===== config.mk =====
export PLATFORM = sky130hd
export DESIGN_NAME = sram_ctrl
export DESIGN_NICKNAME = d
export VERILOG_FILES = /design/src/rtl/sram_ctrl_pkg.sv /design/src/rtl/sram_wait_cnt.sv /design/src/rtl/sram_dq_path.sv /design/src/rtl/sram_seq_fsm.sv /design/src/rtl/sram_ctrl.sv
export SDC_FILE = /design/constraint.sdc
export NUM_CORES = 1
export LEC_CHECK = 0
export CAP_MARGIN = 30
export CORE_UTILIZATION = 25
export DETAILED_ROUTE_END_ITERATION = 10
export SLEW_MARGIN = 10
export SYNTH_ARGS = -nofsm -noshare
export SYNTH_HDL_FRONTEND = slang
export SYNTH_SLANG_ARGS = --single-unit

===== constraint.sdc =====
create_clock -name clk_i -period 1.3 [get_ports clk_i]
set_clock_uncertainty 0.05 [all_clocks]
set_input_delay 0.26 -clock clk_i [delete_from_list [all_inputs] [get_ports clk_i]]
set_output_delay 0.26 -clock clk_i [all_outputs]
set_load 0.1 [all_outputs]

===== src/rtl/sram_ctrl_pkg.sv =====
package sram_ctrl_pkg;
  typedef enum logic [2:0] {
    ST_IDLE,
    ST_RD_WAIT,
    ST_WR_TURN,
    ST_WR_PULSE,
    ST_WR_HOLD
  } seq_state_e;
endpackage


===== src/rtl/sram_wait_cnt.sv =====
module sram_wait_cnt #(
  parameter int W = 2
) (
  input  logic         clk_i,
  input  logic         rst_ni,
  input  logic         load_i,
  input  logic [W-1:0] load_val_i,
  output logic         done_o
);
  logic [W-1:0] cnt_q;

  always_ff @(posedge clk_i or negedge rst_ni) begin
    if (!rst_ni)                cnt_q <= '0;
    else if (load_i)            cnt_q <= load_val_i;
    else if (cnt_q != '0)       cnt_q <= cnt_q - 1'b1;
  end

  assign done_o = (cnt_q == '0);
endmodule


===== src/rtl/sram_dq_path.sv =====
module sram_dq_path #(
  parameter int AW = 19,
  parameter int DW = 8
) (
  input  logic          clk_i,
  input  logic          rst_ni,
  input  logic          latch_i,
  input  logic          capture_i,
  input  logic [AW-1:0] addr_i,
  input  logic [DW-1:0] wdata_i,
  input  logic [DW-1:0] dq_i,
  output logic [AW-1:0] addr_o,
  output logic [DW-1:0] wdata_o,
  output logic [DW-1:0] rdata_o
);
  logic [AW-1:0] addr_q;
  logic [DW-1:0] wdata_q, rdata_q;

  always_ff @(posedge clk_i or negedge rst_ni) begin
    if (!rst_ni) begin
      addr_q  <= '0;
      wdata_q <= '0;
    end else if (latch_i) begin
      addr_q  <= addr_i;
      wdata_q <= wdata_i;
    end
  end

  // sampled on the last wait cycle, while output enable is still low
  always_ff @(posedge clk_i or negedge rst_ni) begin
    if (!rst_ni)        rdata_q <= '0;
    else if (capture_i) rdata_q <= dq_i;
  end

  assign addr_o  = addr_q;
  assign wdata_o = wdata_q;
  assign rdata_o = rdata_q;
endmodule


===== src/rtl/sram_seq_fsm.sv =====
module sram_seq_fsm
  import sram_ctrl_pkg::*;
#(
  parameter int RD_WAIT_CYC  = 2,
  parameter int WR_PULSE_CYC = 2,
  parameter int TURN_CYC     = 1,
  parameter int CNT_W        = 2
) (
  input  logic             clk_i,
  input  logic             rst_ni,
  input  logic             req_i,
  input  logic             we_i,
  input  logic             cnt_done_i,
  output logic             cnt_load_o,
  output logic [CNT_W-1:0] cnt_val_o,
  output logic             latch_o,
  output logic             capture_o,
  output logic             ready_o,
  output logic             sel_o,
  output logic             we_n_o,
  output logic             oe_n_o,
  output logic             dq_oe_o
);
  localparam logic [CNT_W-1:0] RdLd   = CNT_W'(RD_WAIT_CYC - 1);
  localparam logic [CNT_W-1:0] WrLd   = CNT_W'(WR_PULSE_CYC - 1);
  localparam logic [CNT_W-1:0] TurnLd = CNT_W'((TURN_CYC > 0) ? TURN_CYC - 1 : 0);

  seq_state_e state_q, state_d;
  logic       ready_q, ready_d;
  logic       after_rd;

  always_comb begin
    state_d    = state_q;
    cnt_load_o = 1'b0;
    cnt_val_o  = '0;
    latch_o    = 1'b0;
    capture_o  = 1'b0;
    ready_d    = 1'b0;
    unique case (state_q)
      ST_IDLE: begin
        if (req_i && !ready_q) begin
          latch_o    = 1'b1;
          cnt_load_o = 1'b1;
          if (!we_i) begin
            state_d   = ST_RD_WAIT;
            cnt_val_o = RdLd;
          end else if (after_rd) begin
            state_d   = ST_WR_TURN;
            cnt_val_o = TurnLd;
          end else begin
            state_d   = ST_WR_PULSE;
            cnt_val_o = WrLd;
          end
        end
      end
      ST_RD_WAIT: begin
        if (cnt_done_i) begin
          capture_o = 1'b1;
          ready_d   = 1'b1;
          state_d   = ST_IDLE;
        end
      end
      ST_WR_TURN: begin
        if (cnt_done_i) begin
          state_d    = ST_WR_PULSE;
          cnt_load_o = 1'b1;
          cnt_val_o  = WrLd;
        end
      end
      ST_WR_PULSE: begin
        if (cnt_done_i) state_d = ST_WR_HOLD;
      end
      ST_WR_HOLD: begin
        ready_d = 1'b1;
        state_d = ST_IDLE;
      end
      default: state_d = ST_IDLE;
    endcase
  end

  always_ff @(posedge clk_i or negedge rst_ni) begin
    if (!rst_ni) begin
      state_q <= ST_IDLE;
      ready_q <= 1'b0;
    end else begin
      state_q <= state_d;
      ready_q <= ready_d;
    end
  end

  generate
    if (TURN_CYC > 0) begin : g_turn
      logic after_rd_q;
      always_ff @(posedge clk_i or negedge rst_ni) begin
        if (!rst_ni)                   after_rd_q <= 1'b0;
        else if (capture_o)            after_rd_q <= 1'b1;
        else if (state_q == ST_WR_HOLD) after_rd_q <= 1'b0;
      end
      assign after_rd = after_rd_q;
    end else begin : g_no_turn
      assign after_rd = 1'b0;
    end
  endgenerate

  assign ready_o = ready_q;
  assign sel_o   = (state_q != ST_IDLE);
  assign we_n_o  = !((state_q == ST_WR_TURN) || (state_q == ST_WR_PULSE));
  assign oe_n_o  = (state_q != ST_RD_WAIT);
  assign dq_oe_o = (state_q == ST_WR_PULSE) || (state_q == ST_WR_HOLD);
endmodule


===== src/rtl/sram_ctrl.sv =====
module sram_ctrl #(
  parameter int AW           = 19,
  parameter int DW           = 8,
  parameter int RD_WAIT_CYC  = 2,
  parameter int WR_PULSE_CYC = 2,
  parameter int TURN_CYC     = 1
) (
  input  logic          clk_i,
  input  logic          rst_ni,
  input  logic          req_i,
  input  logic          we_i,
  input  logic [AW-1:0] addr_i,
  input  logic [DW-1:0] wdata_i,
  output logic          ready_o,
  output logic [DW-1:0] rdata_o,
  output logic [AW-1:0] sram_addr_o,
  output logic          sram_ce1_n_o,
  output logic          sram_ce2_o,
  output logic          sram_we_n_o,
  output logic          sram_oe_n_o,
  output logic [DW-1:0] sram_dq_o,
  output logic          sram_dq_oe_o,
  input  logic [DW-1:0] sram_dq_i
);
  localparam int MaxCyc = (RD_WAIT_CYC > WR_PULSE_CYC)
                        ? ((RD_WAIT_CYC > TURN_CYC) ? RD_WAIT_CYC : TURN_CYC)
                        : ((WR_PULSE_CYC > TURN_CYC) ? WR_PULSE_CYC : TURN_CYC);
  localparam int CntW = (MaxCyc < 2) ? 1 : $clog2(MaxCyc);

  logic            cnt_load, cnt_done, latch, capture, sel;
  logic [CntW-1:0] cnt_val;

  sram_wait_cnt #(.W(CntW)) u_cnt (
    .clk_i      (clk_i),
    .rst_ni     (rst_ni),
    .load_i     (cnt_load),
    .load_val_i (cnt_val),
    .done_o     (cnt_done)
  );

  sram_seq_fsm #(
    .RD_WAIT_CYC  (RD_WAIT_CYC),
    .WR_PULSE_CYC (WR_PULSE_CYC),
    .TURN_CYC     (TURN_CYC),
    .CNT_W        (CntW)
  ) u_fsm (
    .clk_i      (clk_i),
    .rst_ni     (rst_ni),
    .req_i      (req_i),
    .we_i       (we_i),
    .cnt_done_i (cnt_done),
    .cnt_load_o (cnt_load),
    .cnt_val_o  (cnt_val),
    .latch_o    (latch),
    .capture_o  (capture),
    .ready_o    (ready_o),
    .sel_o      (sel),
    .we_n_o     (sram_we_n_o),
    .oe_n_o     (sram_oe_n_o),
    .dq_oe_o    (sram_dq_oe_o)
  );

  sram_dq_path #(.AW(AW), .DW(DW)) u_dq (
    .clk_i     (clk_i),
    .rst_ni    (rst_ni),
    .latch_i   (latch),
    .capture_i (capture),
    .addr_i    (addr_i),
    .wdata_i   (wdata_i),
    .dq_i      (sram_dq_i),
    .addr_o    (sram_addr_o),
    .wdata_o   (sram_dq_o),
    .rdata_o   (rdata_o)
  );

  assign sram_ce1_n_o = !sel;
  assign sram_ce2_o   = sel;
endmodule


==> results of run 1 <==
[timing repair]
action                                 4_1_cts  5_1_grt
hold buffers                                 1        0
setup endpoints to repair                   40       43
gates resized for setup                     14        2
buffers inserted                             3        0
pin swaps                                    1        2
endpoints found under the hold margin       14        0
[layout make-up]
type                       count  area share
multi-input combinational     61       0.209
clock buffer                   5      0.0202
timing repair buffer         101       0.421
tap                           77      0.0283
sequential                    41       0.303
clock inverter                 3      0.0136
inverter                       3     0.00478
[registers in the layout, summed over array words and instances (netlist names)]
register and flops:
u_dq.wdata_o 8, u_dq.addr_o 19, u_fsm.state_q 3, u_fsm.after_rd 1
u_dq.rdata_o 8, u_cnt.cnt_q 1, u_fsm.ready_o 1
[final timing paths]
check / from / end / slack, ps
worst max-delay path: u_fsm.state_q[2] / sram_ce2_o / -280
worst min-delay path: rst_ni / u_fsm.state_q[2] / 370
worst max register to register: u_fsm.state_q[2] / u_dq.wdata_o[1] / -220
worst min register to register: u_fsm.after_rd / u_fsm.after_rd / 510
max in group asynchronous: rst_ni / u_dq.rdata_o[6] / 330
min in group clk_i: u_fsm.after_rd / u_fsm.after_rd / 510
[worst max-delay path: cells and delay by family (launching register included)]
family                 cells  cell delay [ps]
buffers and inverters      3              320
DFF                        1              420
and+or+nand+nor            1              230
[stage by stage]
step	util	TNS, ps
2_1_floorplan	-	-26550
3_3_place_gp	0.492	-10620
3_5_place_dp	0.492	-11370
4_1_cts	0.522	-9130
5_1_grt	0.524	-10860
6_report	0.524	-8600
[logic make-up (layout without fill, tap and decap cells)]
kind of cell	count (synthesis)	after routing	share of synthesized area
simple gates	17	17	0.0679
buf+inv	7	112	0.0256
flops	41	41	0.599
mux	36	36	0.280
compound gates	8	8	0.0270
[layout by cell type (no fill, tap or decap), types with 3 or more instances in the layout]
cell,n
nor2_1,3
clkbuf_8,5
o21ai_0,3
mux2_2,8
buf_12,45
clkdlybuf4s50_1,37
buf_6,5
mux2_4,28
buf_4,12
dfrtp_1,39
[layer usage]
layer  track usage  up-vias  wire [um]
met2         0.228       41       2260
met3        0.0344        6        216
met1         0.151      624       1680
li1              -      584          -
met4        0.0508        0         70
met5             0        -          0
==> metrics.md, run 1 <==
| Metric | Value |
|---|---|
| Final non-filler cell total | 291 |
| Synth-to-layout area growth | 98.5% |
| Drt initial violations | 33 |
| Syn_area_per_cell | about 16 um^2 |
| Worst skew pair latency | around 300 ps |
| Clk buf depth | 2 |
| CTS tree | built |
| Largest fanout on the critical path | 2 |
| Detailed-route wire length per cell | approximately 15 um |
| Status | finished with violations |
| Register area share after synthesis | 0.599 |
| Die X | 84.8 um |
| Initial antenna violation count | 0 |
| Diodes inserted | 0 |
| GP Congestion | 0.727 |
| Root Driver | clkbuf_8 |
| Crit-path cells | nor3_4 -> buf_6 -> inv_4 -> buf_12 |
| DP Area | 0.00320 mm^2 |
| Remaining DRCs | 4 |
| Largest net degree at the start of global routing | 18 |
| Unrepaired setup endpoints after global routing | yes |
| Clk sinks | just over 40 |
| Area leader, netlist | dfrtp_1 |
| GRT Total Usage | 0.130 |
| Seq cells post-synth | 41 |
| Post-route cell area | 0.00340 mm^2 |
| Rows | 29 |
| Crit Path Category | flop to output pin |
| Die Ht | about 85 um |
| Max incr delay on CP | 420 ps |
| CP startpoint kind | flop |
| IO Count | 80 |
| First-pass GRT wire length | 7.16 mm |
| # fillers | 525 |
| Critical Path AT | 1270 ps |
| Fmax | 0.631 GHz |
| Final hold slack | about 370 ps |
| TritonCTS Buffers | 5 |
| Initial Util | 0.264 |
| Worst Hold Class | primary input to async pin |
| Synth cell count leaders | dfrtp_1 (41), mux2_4 (20), mux2_2 (16), o21ai_0 (4) |
| Post-route ant nets | 0 |
| Worst setup EP type | output pin |
| Worst-Margin Slew | 403 ps |
| Clk pin slew, worst setup/hold paths | 80 ps |
| Hpwl dp | 3.21 mm |
| H-tree depth | 2 |
| Via Count | around 1,300 |
| Sequential Area | 0.00103 mm^2 |
| Yosys warning total | 0 |
| Ys flop type | dfrtp_1 |
| Mapped Cells | 109 |
| Number of global-route vias before repair | 1,407 |
| IO Port Bufs | 79 |
| Fin. max-slew vios | 0 |
| Multi-input logic area | ~710 um^2 |
| Mapped Area | between 0.0015 and 0.002 mm^2 |
| Core ar. | 0.00649 mm^2 |
| Final period util | 1.22 |
| Count of different cell masters after synthesis | 20 |
| Syn_nets | about 150 |
| CP Data Required Time | 990 ps |
| Async set-reset flop share out of synthesis | 1.00 |
| Top post-synthesis cells by area | dfrtp_1 (60%), mux2_4 (18%), mux2_2 (11%) |
| Total gr overflow | 0 |
| Worst setup margin | -284 ps |
| Final hold violations | 0 |
| Area share of the largest cell type after synthesis | 0.599 |
| Pre-CTS WS | -389 ps |
| Worst r2r path cells | 5 |
| Worst path slowest cell | dfrtp_1 |
| First drt pass iteration count | 7 |
| Most common cell in the synthesized netlist | dfrtp_1 |
| Final setup fails | 41 |
| Die area | 0.00719 mm^2 |
| Crit path time final | 1580 ps |
| Post-synth EDFFs | 0 |
| Detail-routed via count per cell | 4.31 |
| Layout cells sized above 1 | 0.570 |
| Rel. slew slack | 0.732 |
| Dpl cells | ~280 |
| Failing checks | design-rule violations, negative setup slack |
| DRT Wirelength | 4.22 mm |
| Max Cap Viol | 0 |
| Nets | roughly 250 |
Power of run 1 is not shown: default switching activity piles up to over one toggle a cycle in this logic, so the estimate is an artifact.
==> run 2: changes to the inputs <==
--- a/config.mk
+++ b/config.mk
@@ -6,8 +6,9 @@
 export NUM_CORES = 1
 export LEC_CHECK = 0
 export CAP_MARGIN = 30
-export CORE_UTILIZATION = 25
+export CORE_UTILIZATION = 44
 export DETAILED_ROUTE_END_ITERATION = 10
+export PLACE_DENSITY = 0.85
 export SLEW_MARGIN = 10
 export SYNTH_ARGS = -nofsm -noshare
 export SYNTH_HDL_FRONTEND = slang
==> constraint.sdc (replaced) <==
create_clock -name clk_i -period 1.91 [get_ports clk_i]
set_clock_uncertainty 0.05 [all_clocks]
set_input_delay 0.382 -clock clk_i [delete_from_list [all_inputs] [get_ports clk_i]]
set_output_delay 0.382 -clock clk_i [all_outputs]
set_load 0.1 [all_outputs]
==> run 2 against run 1 <==
- the flow now finishes without violations
- via count fell by 1.4%
- global-route usage up 9.5 points
- non-clock buffer count decreased by 17
- worst setup slack improved by 350 ps
- hold slack lost 270 ps
- first-iteration DRC count is 130% higher
- sequential cell count stayed put
- final cell count is 16% lower
- utilization up 31 points
==> metrics.md, run 2 (same netlist as run 1, synthesis figures left out) <==
| Metric | Value |
|---|---|
| Hpwl dp | 3.22 mm (was 3.21 mm) |
| Initial antenna violation count | 0 (unchanged) |
| Pre-CTS WS | 63.1 ps (was -389 ps) |
| Largest fanout on the critical path | 7 (was 2) |
| Critical Path AT | 1410 ps (was 1270 ps) |
| CTS tree | built (unchanged) |
| Commonest non-fill, non-tap cell in the layout | buf_12 (unchanged) |
| Number of flip-flops under the largest register name | 19 (unchanged) |
| Core ar. | 0.00369 mm^2 (was 0.00649 mm^2) |
| Final Util | 0.835 (was 0.524) |
| H-tree depth | 2 (unchanged) |
| IO Port Bufs | 79 (unchanged) |
| Number of global-route vias before repair | 1,368 (was 1,407) |
| Rel. slew slack | 0.501 (was 0.732) |
| Detailed-route wire length per cell | 17.4 um (was 14.5 um) |
| DRT Wirelength | 4.25 mm (was 4.22 mm) |
| First drt pass iteration count | 4 (was 7) |
| Die Ht | 64.4 um (was 84.8 um) |
| Layout cells sized above 1 | 0.495 (was 0.570) |
| GRT Total Usage | 0.225 (was 0.130) |
| Synth-to-layout area growth | 79.8% (was 98.5%) |
| Crit path time final | 1840 ps |
| Total gr overflow | 0 (unchanged) |
| Drt initial violations | 75 (was 33) |
| Worst-Margin Slew | 748 ps (was 403 ps) |
| Worst setup margin | 69.5 ps (was -284 ps) |
| Die area | 0.00415 mm^2 (was 0.00719 mm^2) |
| Worst skew pair latency | 290 ps (was 300 ps) |
| TritonCTS Buffers | 5 (unchanged) |
| Root Driver | clkbuf_8 (unchanged) |
| Diodes inserted | 0 (unchanged) |
| Status | complete, no violations (was finished with violations) |
| CP startpoint kind | flop (unchanged) |
| Initial Util | 0.464 (was 0.264) |
| # hold bufs at CTS | 0 (was 1) |
| Unrepaired setup endpoints after global routing | no (was yes) |
| GP Congestion | 0.819 (was 0.727) |
| Detail-routed via count per cell | 5.07 (was 4.31) |
| Remaining DRCs | 0 (was 4) |
| Worst Hold Class | primary input to async pin (unchanged) |
| Final setup fails | 0 (was 41) |
| Fin. max-slew vios | 0 (unchanged) |
| # fillers | 191 (was 525) |
| Clk sinks | 41 (unchanged) |
| Fmax | roughly 0.54 GHz |
| Crit Path Category | flop to output pin (unchanged) |
| Max Cap Viol | 0 (unchanged) |
| Final period util | 0.964 |
| First-pass GRT wire length | 6.80 mm (was 7.16 mm) |
| Sequential Area | 0.00103 mm^2 (about the same) |
| CP Data Required Time | 1480 ps (was 990 ps) |
| Clk pin slew, worst setup/hold paths | 70 ps (was 80 ps) |
| Final hold violations | 0 (unchanged) |
| Clk buf depth | 2 (unchanged) |
| Worst setup EP type | output pin (unchanged) |
| Via Count | 1,237 (was 1,255) |
| Most frequent cells in the layout | buf_12 (42), dfrtp_1 (39), clkdlybuf4s50_1 (37) (was buf_12 (45), dfrtp_1 (39), clkdlybuf4s50_1 (37)) |
| Rows | 22 (was 29) |
| Largest net degree at the start of global routing | 36 (was 18) |
| Multi-input logic area | 643 um^2 (was 709 um^2) |
| Nets | 235 (was 252) |
| Die X | 64.4 um (was 84.8 um) |
| IO Count | 80 (unchanged) |
| Post-route ant nets | 0 (unchanged) |
run 2: final timing paths:
path                                  start              end  slack, ps  cells past startpoint
max                        u_fsm.state_q[2]      sram_we_n_o         70                      3
min                                  rst_ni  u_dq.rdata_o[0]        100                      1
max reg2reg                u_fsm.state_q[2]  u_dq.rdata_o[2]        250                      3
min reg2reg                  u_dq.addr_o[0]   u_dq.addr_o[0]        530                      1
max in group asynchronous            rst_ni  u_dq.addr_o[18]       1110                      2
min in group clk_i           u_dq.addr_o[0]   u_dq.addr_o[0]        530                      1
run 2: area by class of cell:
cell class / instances / share of cell area
Timing Repair Buffer: 84 / 0.405
Clock buffer: 6 / 0.0268
Clock inverter: 1 / 0.00244
Sequential cell: 41 / 0.334
Tap cell: 48 / 0.0195
Inverter: 3 / 0.00366
Multi-Input combinational cell: 61 / 0.209
run 2: repair_timing:
action,CTS,global route
buffers inserted,1,0
gates resized for setup,0,1
pin swaps,1,0
endpoints found under the setup margin,1,1
run 2: worst max-delay path, cell delays in order (launching register included):
cell and delay, ps:
dfrtp_1 510, buf_4 210, nand2b_1 200, buf_12 200
run 2: routing by layer:
metal | routed length [um] | GRT usage | share of wire | up-vias
met5 | 0 | 0 | 0 | -
met4 | 99 | 0.0806 | 0.023 | 0
met3 | 253 | 0.0750 | 0.060 | 12
met2 | 2370 | 0.411 | 0.56 | 57
met1 | 1530 | 0.239 | 0.36 | 621
li1 | - | - | - | 547
run 2: stage by stage:
stage | std cells | hold WS, ps | area (um^2) | TNS [ps]
floorplan | 109 | 36.4 | 1720 | -5990
global placement | 236 | 424 | 2980 | 0
detailed placement | 236 | 438 | 2980 | 0
CTS | 244 | 123 | 3080 | 0
global route | 244 | 169 | 3080 | 0
finish | 244 | 101 | 3080 | 0
Power of run 2 is left out for the same reason.
